==> config.mk <==
export PLATFORM = sky130hd
export DESIGN_NAME = usb_in_nak_responder
export DESIGN_NICKNAME = d
export VERILOG_FILES = /design/src/rtl/usb_in_rsp_pkg.sv /design/src/rtl/usb_in_occ.sv /design/src/rtl/usb_in_nak_ctr.sv /design/src/rtl/usb_in_nak_responder.sv
export SDC_FILE = /design/constraint.sdc
export NUM_CORES = 1
export LEC_CHECK = 0
export ABC_AREA = 1
export BUFFER_PORTS_ARGS = -buffer_cell sky130_fd_sc_hd__buf_2
export CORE_MARGIN = 2
export CORE_UTILIZATION = 50
export CTS_CLUSTER_SIZE = 16
export DETAILED_ROUTE_END_ITERATION = 10
export GPL_TIMING_DRIVEN = 1
export MAX_ROUTING_LAYER = met4
export PLACE_DENSITY = 0.79
export SYNTH_ARGS = -nofsm -noshare
export SYNTH_HDL_FRONTEND = slang
export SYNTH_SLANG_ARGS = --single-unit
export TNS_END_PERCENT = 100
==> constraint.sdc <==
create_clock -name clk -period 6.6 [get_ports clk]
set_input_delay 0.33 -clock clk [delete_from_list [all_inputs] [get_ports clk]]
set_output_delay 0.33 -clock clk [all_outputs]
set_load 0.02 [all_outputs]
==> src/rtl/usb_in_rsp_pkg.sv <==
package usb_in_rsp_pkg;
   typedef enum logic {
      RSP_NAK  = 1'b0,
      RSP_DATA = 1'b1
   } rsp_kind_e;
endpackage

==> src/rtl/usb_in_occ.sv <==
module usb_in_occ #(
   parameter int PTR_W = 6
) (
   input  logic [PTR_W-1:0] wr_ptr,
   input  logic [PTR_W-1:0] rd_ptr,
   output logic [PTR_W-1:0] occ,
   output logic             full
);
   localparam logic [PTR_W-1:0] OCC_FULL = '1;

   generate
      if (PTR_W < 2) begin : g_bad_width
         $error("usb_in_occ: PTR_W must be at least 2");
      end
   endgenerate

   // modulo depth falls out of the natural wrap of PTR_W bits
   always_comb begin
      occ  = wr_ptr - rd_ptr;
      full = (occ == OCC_FULL);
   end
endmodule

==> src/rtl/usb_in_nak_ctr.sv <==
module usb_in_nak_ctr #(
   parameter int LIM_W = 4
) (
   input  logic             clk,
   input  logic             rst_n,
   input  logic             bump,
   input  logic             clear,
   input  logic [LIM_W-1:0] limit,
   output logic             over
);
   localparam int              CNT_W   = LIM_W + 1;
   localparam logic [CNT_W-1:0] CNT_MAX = '1;
   localparam logic [CNT_W-1:0] CNT_ONE = CNT_W'(1);

   logic [CNT_W-1:0] cnt;

   generate
      if (LIM_W < 1) begin : g_bad_lim
         $error("usb_in_nak_ctr: LIM_W must be at least 1");
      end
   endgenerate

   always_ff @(posedge clk) begin
      if (!rst_n)                          cnt <= '0;
      else if (clear)                      cnt <= '0;
      else if (bump && (cnt != CNT_MAX))   cnt <= cnt + CNT_ONE;
   end

   assign over = (cnt > {1'b0, limit});
endmodule

==> src/rtl/usb_in_nak_responder.sv <==
module usb_in_nak_responder
   import usb_in_rsp_pkg::*;
#(
   parameter int PTR_W      = 6,
   parameter int LIM_W      = 4,
   parameter int MAXPKT_RST = 16
) (
   input  logic             clk,
   input  logic             rst_n,
   input  logic             cfg_we,
   input  logic             cfg_cnt_en,
   input  logic [LIM_W-1:0] cfg_limit,
   input  logic [PTR_W-1:0] cfg_maxpkt,
   input  logic             wofs_we,
   input  logic [PTR_W-1:0] wofs_val,
   input  logic             tok_in,
   input  logic             hs_ack,
   input  logic             hs_timeout,
   output logic             rsp_valid,
   output logic             rsp_data,
   output logic [PTR_W-1:0] rsp_len,
   output logic [PTR_W-1:0] rd_ptr,
   output logic             buf_full
);
   localparam int DEPTH = 1 << PTR_W;

   generate
      if (MAXPKT_RST < 1 || MAXPKT_RST >= DEPTH) begin : g_bad_maxpkt
         $error("usb_in_nak_responder: MAXPKT_RST must lie in 1..DEPTH-1");
      end
   endgenerate

   logic [PTR_W-1:0] wr_q;
   logic [PTR_W-1:0] maxpkt_q;
   logic [LIM_W-1:0] limit_q;
   logic             cnt_en_q;
   logic             pend_q;
   logic             retry_q;
   logic [PTR_W-1:0] pend_len_q;
   logic [PTR_W-1:0] occ;
   logic             over;

   rsp_kind_e        kind;
   logic [PTR_W-1:0] len_sel;
   logic             nak_bump;
   logic             ack_hit;
   logic             tmo_hit;

   usb_in_occ #(.PTR_W(PTR_W)) u_occ (
      .wr_ptr (wr_q),
      .rd_ptr (rd_ptr),
      .occ    (occ),
      .full   (buf_full)
   );

   assign ack_hit  = hs_ack && pend_q;
   assign tmo_hit  = hs_timeout && pend_q && !hs_ack;
   assign nak_bump = tok_in && (kind == RSP_NAK) && cnt_en_q;

   usb_in_nak_ctr #(.LIM_W(LIM_W)) u_nak (
      .clk   (clk),
      .rst_n (rst_n),
      .bump  (nak_bump),
      .clear (ack_hit),
      .limit (limit_q),
      .over  (over)
   );

   // response choice: retry, then full packet, then forced short, else NAK
   always_comb begin
      kind    = RSP_NAK;
      len_sel = '0;
      if (retry_q) begin
         kind    = RSP_DATA;
         len_sel = pend_len_q;
      end else if (occ >= maxpkt_q) begin
         kind    = RSP_DATA;
         len_sel = maxpkt_q;
      end else if (cnt_en_q && over) begin
         kind    = RSP_DATA;
         len_sel = occ;
      end
   end

   always_ff @(posedge clk) begin
      if (!rst_n) begin
         maxpkt_q <= PTR_W'(MAXPKT_RST);
         limit_q  <= '0;
         cnt_en_q <= 1'b0;
      end else if (cfg_we) begin
         maxpkt_q <= cfg_maxpkt;
         limit_q  <= cfg_limit;
         cnt_en_q <= cfg_cnt_en;
      end
   end

   always_ff @(posedge clk) begin
      if (!rst_n)       wr_q <= '0;
      else if (wofs_we) wr_q <= wofs_val;
   end

   always_ff @(posedge clk) begin
      if (!rst_n) begin
         rsp_valid  <= 1'b0;
         rsp_data   <= 1'b0;
         rsp_len    <= '0;
         rd_ptr     <= '0;
         pend_q     <= 1'b0;
         retry_q    <= 1'b0;
         pend_len_q <= '0;
      end else begin
         rsp_valid <= tok_in;
         if (tok_in) begin
            rsp_data <= (kind == RSP_DATA);
            rsp_len  <= (kind == RSP_DATA) ? len_sel : '0;
            if (kind == RSP_DATA) begin
               pend_q     <= 1'b1;
               retry_q    <= 1'b0;
               pend_len_q <= len_sel;
            end
         end else if (ack_hit) begin
            rd_ptr  <= rd_ptr + pend_len_q;
            pend_q  <= 1'b0;
            retry_q <= 1'b0;
         end else if (tmo_hit) begin
            pend_q  <= 1'b0;
            retry_q <= 1'b1;
         end
      end
   end
endmodule

Word-level counts from Yosys, hierarchy flattened --
Index checks and enable logic that the tools add are counted.
Operators by class: add/subtract/negate cells 3, order comparisons 2, eq/ne operators 3, multiplexer cells 15, bitwise operators 3, reduce and logical (&&, ||, !) cells 13
Operator list (count):
- 6-bit two-way mux | 4
- 1-bit two-way mux | 11
- 1-bit logical AND | 7
- 6-bit adder | 1
- 6-bit equality test (second input constant) | 1
- 6-bit >= comparator | 1
- 2-bit AND reduction | 3
- 6-bit subtractor | 1
- 5-bit by 1-bit adder with 5-bit output (second input constant) | 1
- 5-bit by 4-bit greater-than comparator with 1-bit output | 1
- 5-bit inequality test (second input constant) | 1
- 1-bit inverter | 3
- 3-bit nonzero test | 1
- 2-bit by 1-bit inequality test with 1-bit output (second input constant) | 1
- 2-bit OR reduction | 1
- 1-bit zero test | 1
Storage, ports and cells: flip-flop bits (word level) 44, output and inout bits 15, logic and storage cells 51

Longest topological paths before layout --
Gate-level depths: netlist of the first run.
word-level depth 9, mapped depth 19, depth with buffers taken out 19

By module --
From an unflattened synthesis of the first run, not the netlist that was laid out.
Unflattened totals: cell total of the unflattened synthesis 378, area total of the unflattened synthesis 2635.0 µm²
By module, submodules not included:
- usb_in_nak_responder | instances 1, cells an instance 268, area an instance 1934.4 µm², sequential area each 780.7 µm²
- usb_in_nak_ctr | instances 1, cells an instance 55, area an instance 377.9 µm², sequential area each 100.1 µm²
- usb_in_occ | instances 1, cells an instance 55, area an instance 322.8 µm², sequential area each 0.0 µm²

Worst setup path before layout of the first run --
OpenSTA, ideal clock, no wires.
path type register to register, start point register rd_ptr[2], end point register pend_len_q[3], library setup time 123 ps, data arrival time 2424 ps, data required time 6477 ps, setup slack 4053 ps, stages on the path, launching flop included 17, buffers on the path 0, period minus slack after synthesis 2547 ps, cell sequence dfxtp_1 -> inv_1 -> ha_1 -> a21oi_1 -> nand2_1 -> nand3_1 -> nand2_1 -> nand2_1 -> nand2_1 -> ha_1 -> a21o_1 -> nor2_4 -> nand2_4 -> nor2_8 -> nor2_4 -> o211ai_1 -> nand2_1
On the way: cells in the longest elaborated chain, start to end 5, elaborated cells between the ends (all ways) 8
RTL lines:
- start, declared | line usb_in_nak_responder.sv:22 | output logic [PTR_W-1:0] rd_ptr,
- start signal, assigned | line usb_in_nak_responder.sv:122 | rd_ptr <= rd_ptr + pend_len_q;
- 6-bit subtractor * | line usb_in_occ.sv:19 | occ = wr_ptr - rd_ptr;
- 6-bit >= comparator | line usb_in_nak_responder.sv:76 | end else if (occ >= maxpkt_q) begin
- 1-bit two-way mux | line usb_in_nak_responder.sv:76
- 1-bit two-way mux | line usb_in_nak_responder.sv:73 | if (retry_q) begin
- 2-bit AND reduction (no line)
- end signal, assigned | line usb_in_nak_responder.sv:119 | pend_len_q <= len_sel;
- end, declared | line usb_in_nak_responder.sv:39 | logic [PTR_W-1:0] pend_len_q;
Every way passes the cells marked *; elsewhere a longest branch is shown, timed or not. A chain may end at the register's enable or synchronous reset.

Final worst setup path of the first run --
start point register rd_ptr[0], end point register pend_len_q[3]
Same word-level chain as after synthesis.

==> key figures, run 1 <==
Run status
  • Status: finished, final reports clean

Worst setup path
  • Worst Setup End Kind: flop
  • Max FO, Critical Path: 9
  • Crit path required time: 6.86 ns
  • Crit path kind: flop to flop
  • CP startpoint kind: flop
  • Critical Path AT: 3.00 ns
  • Worst reg2reg path depth: 16

CTS
  • CTS max path bufs: 2
  • Worst-path clk slew: 0.09 ns
  • Post-CTS Setup Bufs: 0
  • CTS Buf Count: 5
  • H-tree Lvls: 2
  • Clk Latency, worst-skew pair: 0.30 ns
  • Cts hold-fix bufs: 0
  • CTS sink count: 44
  • CTS tree: built
  • Root Buffer: clkbuf_8
  • Post-CTS sizing: 0

Routing
  • Total number of vias: 2216
  • WL/cell: 13.2 um
  • Count of TritonRoute iterations in the first routing pass: 4
  • Vias per Instance: 5.12
  • Final antenna-violating net count: 0
  • Final WL: 5.71 mm
  • Initial drt markers: 106
  • DRC viols: 0

Job
  • Max Cap Viol: 0

Layout
  • Layout Cells excl Fill: 433
  • Post-route cell area: 2830 sq um
  • Fin util: 59.9%
  • Share of layout cells above drive strength 1: 16.7%
  • Fin nets: 413
  • Area growth, synth to finish: 15.5%
  • Fill count: 434
  • Antenna diodes: 0

Placed design
  • DP HPWL: 4.41 mm
  • Routability congestion estimate: 0.891
  • Placed insts: 425
  • IO Port Bufs: 38
  • Placed inst area: 2700 sq um

Pwr
  • VDD IR-drop max: 0.143 mV
  • Power Total: 0.728 mW
  • Cell area power density: 257 nW/um^2
  • Leakage: 1.39 nW

Yosys
  • Share of the synthesized area in the top cell type: 36.0%
  • Cell area after synthesis: 2450 sq um
  • Largest area contributor in the netlist: dfxtp_1
  • Count of state elements after synthesis: 44
  • Main synth FF type: dfxtp_1
  • Synth Area in Compound Gates: 14.4%
  • Synth warnings: 0
  • Cell with the most instances after synthesis: nand2_1
  • Synth Area in Adders: 12.9%
  • Top post-synthesis cells by area: dfxtp_1 (36%), ha_1 (11%), nand2_1 (9.0%)
  • Largest family of logic cells by synthesized area: simple AND/OR/NAND/NOR gates
  • Number of distinct library cells after synthesis: 29
  • Number of flops mapped to enable cells by yosys: 0
  • Avg Inst Size Synth: 7.54 sq um
  • Post-synthesis simple-gate area fraction: 25.4%
  • Multiplexer area fraction after synthesis: 0%
  • Top cells by count, synth: nand2_1 (59), dfxtp_1 (44), inv_1 (41)
  • Syn nets: 373
  • Xor/xnor share of the synthesized area: 3.93%
  • Async SR Flop Fraction: 0%
  • Post-Syn Instances: 325
  • Post-synthesis sequential area ratio: 36.0%

Timing
  • RSZ-0062 raised after global routing: no
  • Worst Max-Slew Pin Slew: 0.478 ns
  • Rel. slew slack: 68.0%
  • Fmax: 0.364 GHz
  • Skew final: 0.00649 ns
  • Final worst path period need: 2.75 ns
  • Finish-stage setup viols: 0
  • Final hold vios: 0
  • Setup TNS: 0 ns
  • Max Slew Vio Count: 0
  • Final period utilization: 41.6%

Die
  • # IOs: 39
  • Core Area: 4720 sq um
  • Chip width: 74.0 um
  • Die Ht: 74.0 um
  • DIE AREA: 5480 sq um
  • Num rows: 25
  • Initial Util: 51.9%

Min path
  • Hold-critical path depth: 3
  • Hold WC Path Type: input port to flop

Global routing
  • Global-route wire length before repair: 9.78 mm
  • Largest net degree at the start of global routing: 29
  • Gr ovfl total: 0
  • GRT Total Usage: 24.4%
  • Antenna violations before repair: 0
  • Vias in the first global route: 2150
-- final timing paths --
| check | startpoint | endpoint | slack, ns |
|---|---|---|---|
| max | rd_ptr[0] | pend_len_q[3] | 3.85 |
| min | cfg_maxpkt[0] | maxpkt_q[0] | 0.25 |
| max reg2reg | rd_ptr[0] | pend_len_q[3] | 3.85 |
| min reg2reg | rsp_len[3] | rsp_len[3] | 0.45 |
-- state kept, by name, summed over array words and instances (netlist names), 4 cells and up --
register    cells
wr_q            6
rd_ptr          6
limit_q         4
maxpkt_q        6
rsp_len         6
pend_len_q      6
u_nak.cnt       5
-- cell usage in the layout (no fill, tap or decap) --
master     count
clkinv_2       1
nor2_4         3
clkbuf_8       7
nor2_8         1
inv_1         41
fa_1           2
a21oi_1       30
buf_2         38
ha_1          22
bufinv_16      1
nor2_1        37
xor2_1         8
a21oi_2        1
nand4_1        9
nor2_2         3
xnor2_1        3
nand3_1       15
nand2_1       59
o21ai_1        5
a31oi_1        1
a21o_1         1
o21ai_0       23
o211ai_1       3
inv_2          1
dfxtp_1       44
a2111oi_0      1
nand2_2        1
nand3_4        1
nand2_4        3
o31ai_1        1
-- per-stage QoR --
step / hold slack [ns] / setup WS [ns]
floorplan: 0.433 / 4.05
global placement: 0.436 / 4.05
detailed placement: 0.438 / 3.95
CTS: 0.250 / 3.88
global route: 0.263 / 3.63
finish: 0.250 / 3.85
-- kinds of logic (layout without fill, tap and decap cells) --
family	Yosys count	after routing
fa+ha+maj	24	24
buf+inv	48	89
simple gates	132	132
xor+xnor	11	11
compound gates	66	66
flops	44	44
-- critical path, cell delays in order, from the launching register on --
cell      delay [ns]
dfxtp_1         0.39
ha_1            0.16
inv_1           0.05
fa_1            0.41
nand3_1         0.09
nand2_1         0.07
xor2_1          0.25
ha_1            0.29
nand2_1         0.10
nor2_1          0.06
nand2_1         0.12
nand2_4         0.13
nor2_4          0.15
nand2_1         0.09
nand2_1         0.13
o211ai_1        0.12
nand2_1         0.08
-- per-layer routing --
| metal | vias up | GRT usage, % | part of all wire (%) |
|---|---|---|---|
| li1 | 1145 | - | - |
| met4 | 0 | 12.5 | 3.0 |
| met5 | - | - | 0 |
| met2 | 56 | 41.3 | 50 |
| met3 | 14 | 4.20 | 4.3 |
| met1 | 1001 | 27.5 | 42 |
-- cell type report --
type                       instances  area [sq um]  share of cell area (%)
multi-input combinational        233          1390                    49.0
timing repair buffer              38           190                    6.72
clock inverter                     1          30.0                    1.06
inverter                          43           163                    5.75
clock buffer                       7          96.3                    3.41
sequential                        44           881                    31.1
tap                               67          83.8                    2.96
-- power by group --
part	switching [mW]	internal, mW
registers	0.0152	0.285
logic	0.129	0.0709
clock network	0.0945	0.134
total	0.239	0.490
No activity file was read; power rests on OpenSTA's default activity.
==> run 2, diff against run 1 <==
ABC_AREA = 0   (was 1)
PLACE_DENSITY = 0.81   (was 0.79)
clock period = 2.3 ns   (was 6.6 ns; I/O delays follow)
==> key figures, run 2 <==
Run status
  • Failing checks: setup timing
  • Status: finished, violations left

CTS
  • CTS max path bufs: 2
  • Root Buffer: clkbuf_8
  • Clk Latency, worst-skew pair: 0.29 ns
  • Cts hold-fix bufs: 0
  • CTS sink count: 44
  • CTS tree: built
  • CTS Buf Count: 5
  • Worst-path clk slew: 0.08 ns
  • H-tree Lvls: 2

Routing
  • DRC viols: 0
  • Final antenna-violating net count: 0
  • Final WL: 6.15 mm
  • WL/cell: 14.7 um
  • Initial drt markers: 150
  • Vias per Instance: 5.39
  • Count of TritonRoute iterations in the first routing pass: 4
  • Total number of vias: 2260

Min path
  • Hold-critical path depth: 3
  • Hold WC Path Type: input port to flop
  • HP Start: cfg_maxpkt[4]
  • Hold worst-path end: maxpkt_q[4]

Layout
  • Fin nets: 396
  • Commonest non-fill, non-tap cells in the layout: dfxtp_1 (41), buf_2 (37), buf_4 (31)
  • Area growth, synth to finish: 28.5%
  • Fill count: 405
  • Fin util: 65.5%
  • Commonest non-fill, non-tap cell in the layout: dfxtp_1
  • Layout Cells excl Fill: 419
  • Share of layout cells above drive strength 1: 30.7%
  • Post-route cell area: 3280 sq um
  • Antenna diodes: 0

Yosys
  • Share of the synthesized area in the top cell type: 34.5%
  • Top cells by count, synth: dfxtp_1 (44), ha_1 (22), inv_1 (21)
  • Syn nets: 327
  • Synth Area in Compound Gates: 18.0%
  • Post-synthesis sequential area ratio: 34.5%
  • Post-synthesis simple-gate area fraction: 20.3%
  • Xor/xnor share of the synthesized area: 3.43%
  • Largest family of logic cells by synthesized area: simple AND/OR/NAND/NOR gates
  • Multiplexer area fraction after synthesis: 6.66%
  • Avg Inst Size Synth: 9.15 sq um
  • Async SR Flop Fraction: 0%
  • Largest area contributor in the netlist: dfxtp_1
  • Post-Syn Instances: 279
  • Cell area after synthesis: 2550 sq um
  • Synth warnings: 0
  • Synth Area in Adders: 12.3%
  • Cell with the most instances after synthesis: dfxtp_1
  • Count of state elements after synthesis: 44
  • Number of flops mapped to enable cells by yosys: 0
  • Top post-synthesis cells by area: dfxtp_1 (34%), ha_1 (11%), mux2i_1 (6.7%)
  • Main synth FF type: dfxtp_1
  • Number of distinct library cells after synthesis: 46

Worst setup path
  • Worst reg2reg path depth: 14
  • Max FO, Critical Path: 6
  • Worst Setup End Kind: flop
  • Critical Path AT: 3.29 ns
  • Flop-to-flop setup slack: -0.80 ns
  • Crit path kind: flop to flop
  • CP startpoint kind: flop
  • R2r endpoint: pend_q
  • Reg2reg start: wr_q[0]
  • Crit path required time: 2.49 ns

Placed design
  • DP HPWL: 4.49 mm
  • Placed insts: 406
  • Routability congestion estimate: 0.819
  • Placed inst area: 3070 sq um
  • Pre-CTS worst setup slack: -0.764 ns
  • IO Port Bufs: 38

Global routing
  • Largest net degree at the start of global routing: 36
  • Antenna violations before repair: 0
  • GRT Total Usage: 22.7%
  • Global-route wire length before repair: 9.51 mm
  • Vias in the first global route: 2067
  • Gr ovfl total: 0

Timing
  • Final hold vios: 0
  • Max Slew Vio Count: 0
  • Worst Max-Slew Pin Slew: 0.592 ns
  • Setup TNS: -13.19 ns
  • Hold_ws: 0.0589 ns
  • Fmax: 0.323 GHz
  • Final period utilization: 135%
  • RSZ-0062 raised after global routing: yes
  • Skew final: 0.00602 ns
  • Final worst path period need: 3.10 ns
  • Finish-stage setup viols: 20
  • Post-route setup slack: -0.800 ns
  • Rel. slew slack: 60.5%

Die
  • Chip width: 75.5 um
  • Core Area: 5010 sq um
  • Num rows: 26
  • # IOs: 39
  • Initial Util: 51.0%
  • DIE AREA: 5690 sq um
  • Die Ht: 75.5 um

Pwr
  • Combinational group share of total power: 30.5%
  • Clock power share: 25.7%
  • Power Total: 1.94 mW
  • VDD IR-drop max: 0.293 mV
  • Leakage: 1.50 nW
  • Sequential power share: 43.8%
  • Sw Pwr: 0.599 mW
  • Sw Share: 30.9%
  • Pint: 1.34 mW
  • Cell area power density: 592 nW/um^2

Job
  • Max Cap Viol: 0
-- run 2: cell types whose count changed after synthesis, sizes merged, moves of 7 or more --
cell    delta
a21oi     -12
inv       -21
nand2     -46
o21ai     -17
nand3      -9
nand4      -9
nor2      -32
and2       +7
mux2i     +17
nor2b     +20
nand2b     +8
-- run 2: worst max path at each step --
stage	start	end	slack, ns	cells after the start
after floorplan	rd_ptr[0]	pend_q	-0.71	14
after global placement	wr_q[0]	rsp_len[5]	-0.65	14
after detailed placement	wr_q[0]	rsp_len[5]	-0.76	14
after CTS	wr_q[0]	pend_q	-0.74	14
after global routing	wr_q[0]	pend_q	-0.91	14
final	wr_q[0]	pend_q	-0.80	14
-- run 2: timing repair --
action / CTS / global route
endpoints found under the setup margin: 20 / 20
resized for setup: 8 / 9
buffers inserted: 3 / 3
gates cloned: 0 / 0
pin swaps: 14 / 12
-- run 2: power groups by stage --
stage	Clock, mW	Combinational (mW)	Sequential [mW]
2_1_floorplan	0	0.315	0.866
3_3_place_gp	0	0.477	0.865
3_5_place_dp	0	0.495	0.867
4_1_cts	0.509	0.521	0.849
5_1_grt	0.546	0.642	0.857
6_report	0.500	0.593	0.850
-- run 2: worst max-delay path, cell delays in order (launching register included) --
cell	delay (ns)
dfxtp_2	0.33
inv_2	0.06
ha_4	0.13
inv_2	0.04
fa_2	0.34
a21o_1	0.17
a21oi_2	0.16
xnor2_2	0.14
ha_1	0.27
a21o_1	0.18
a21oi_2	0.24
o21ai_4	0.14
or3_4	0.39
and2_4	0.17
o221a_1	0.24
-- run 2: metal layers --
layer | vias up | share of wire (%) | global-route usage [%]
met1 | 1038 | 45 | 29.2
met2 | 79 | 47 | 35.2
li1 | 1128 | - | -
met4 | 0 | 2.7 | 9.16
met3 | 15 | 4.8 | 4.23
met5 | - | 0 | -
-- run 2: kinds of logic after synthesis --
| family | count (synthesis) |
|---|---|
| buffers and inverters | 30 |
| DFF | 44 |
| adders and majority gates | 24 |
| and+or+nand+nor | 92 |
| AOI/OAI and AO/OA | 62 |
| xor gates and xnor gates | 10 |
| muxes | 17 |
-- run 2: final cells by class --
cell class              instances  area [sq um]  area share, %
multi-input cells             205          1680           51.1
flip-flops and latches         44           887           27.0
repair buffers                 71           460           14.0
clock buffers                   8          90.1           2.74
well taps                      70          87.6           2.67
inverters                      21          78.8           2.40
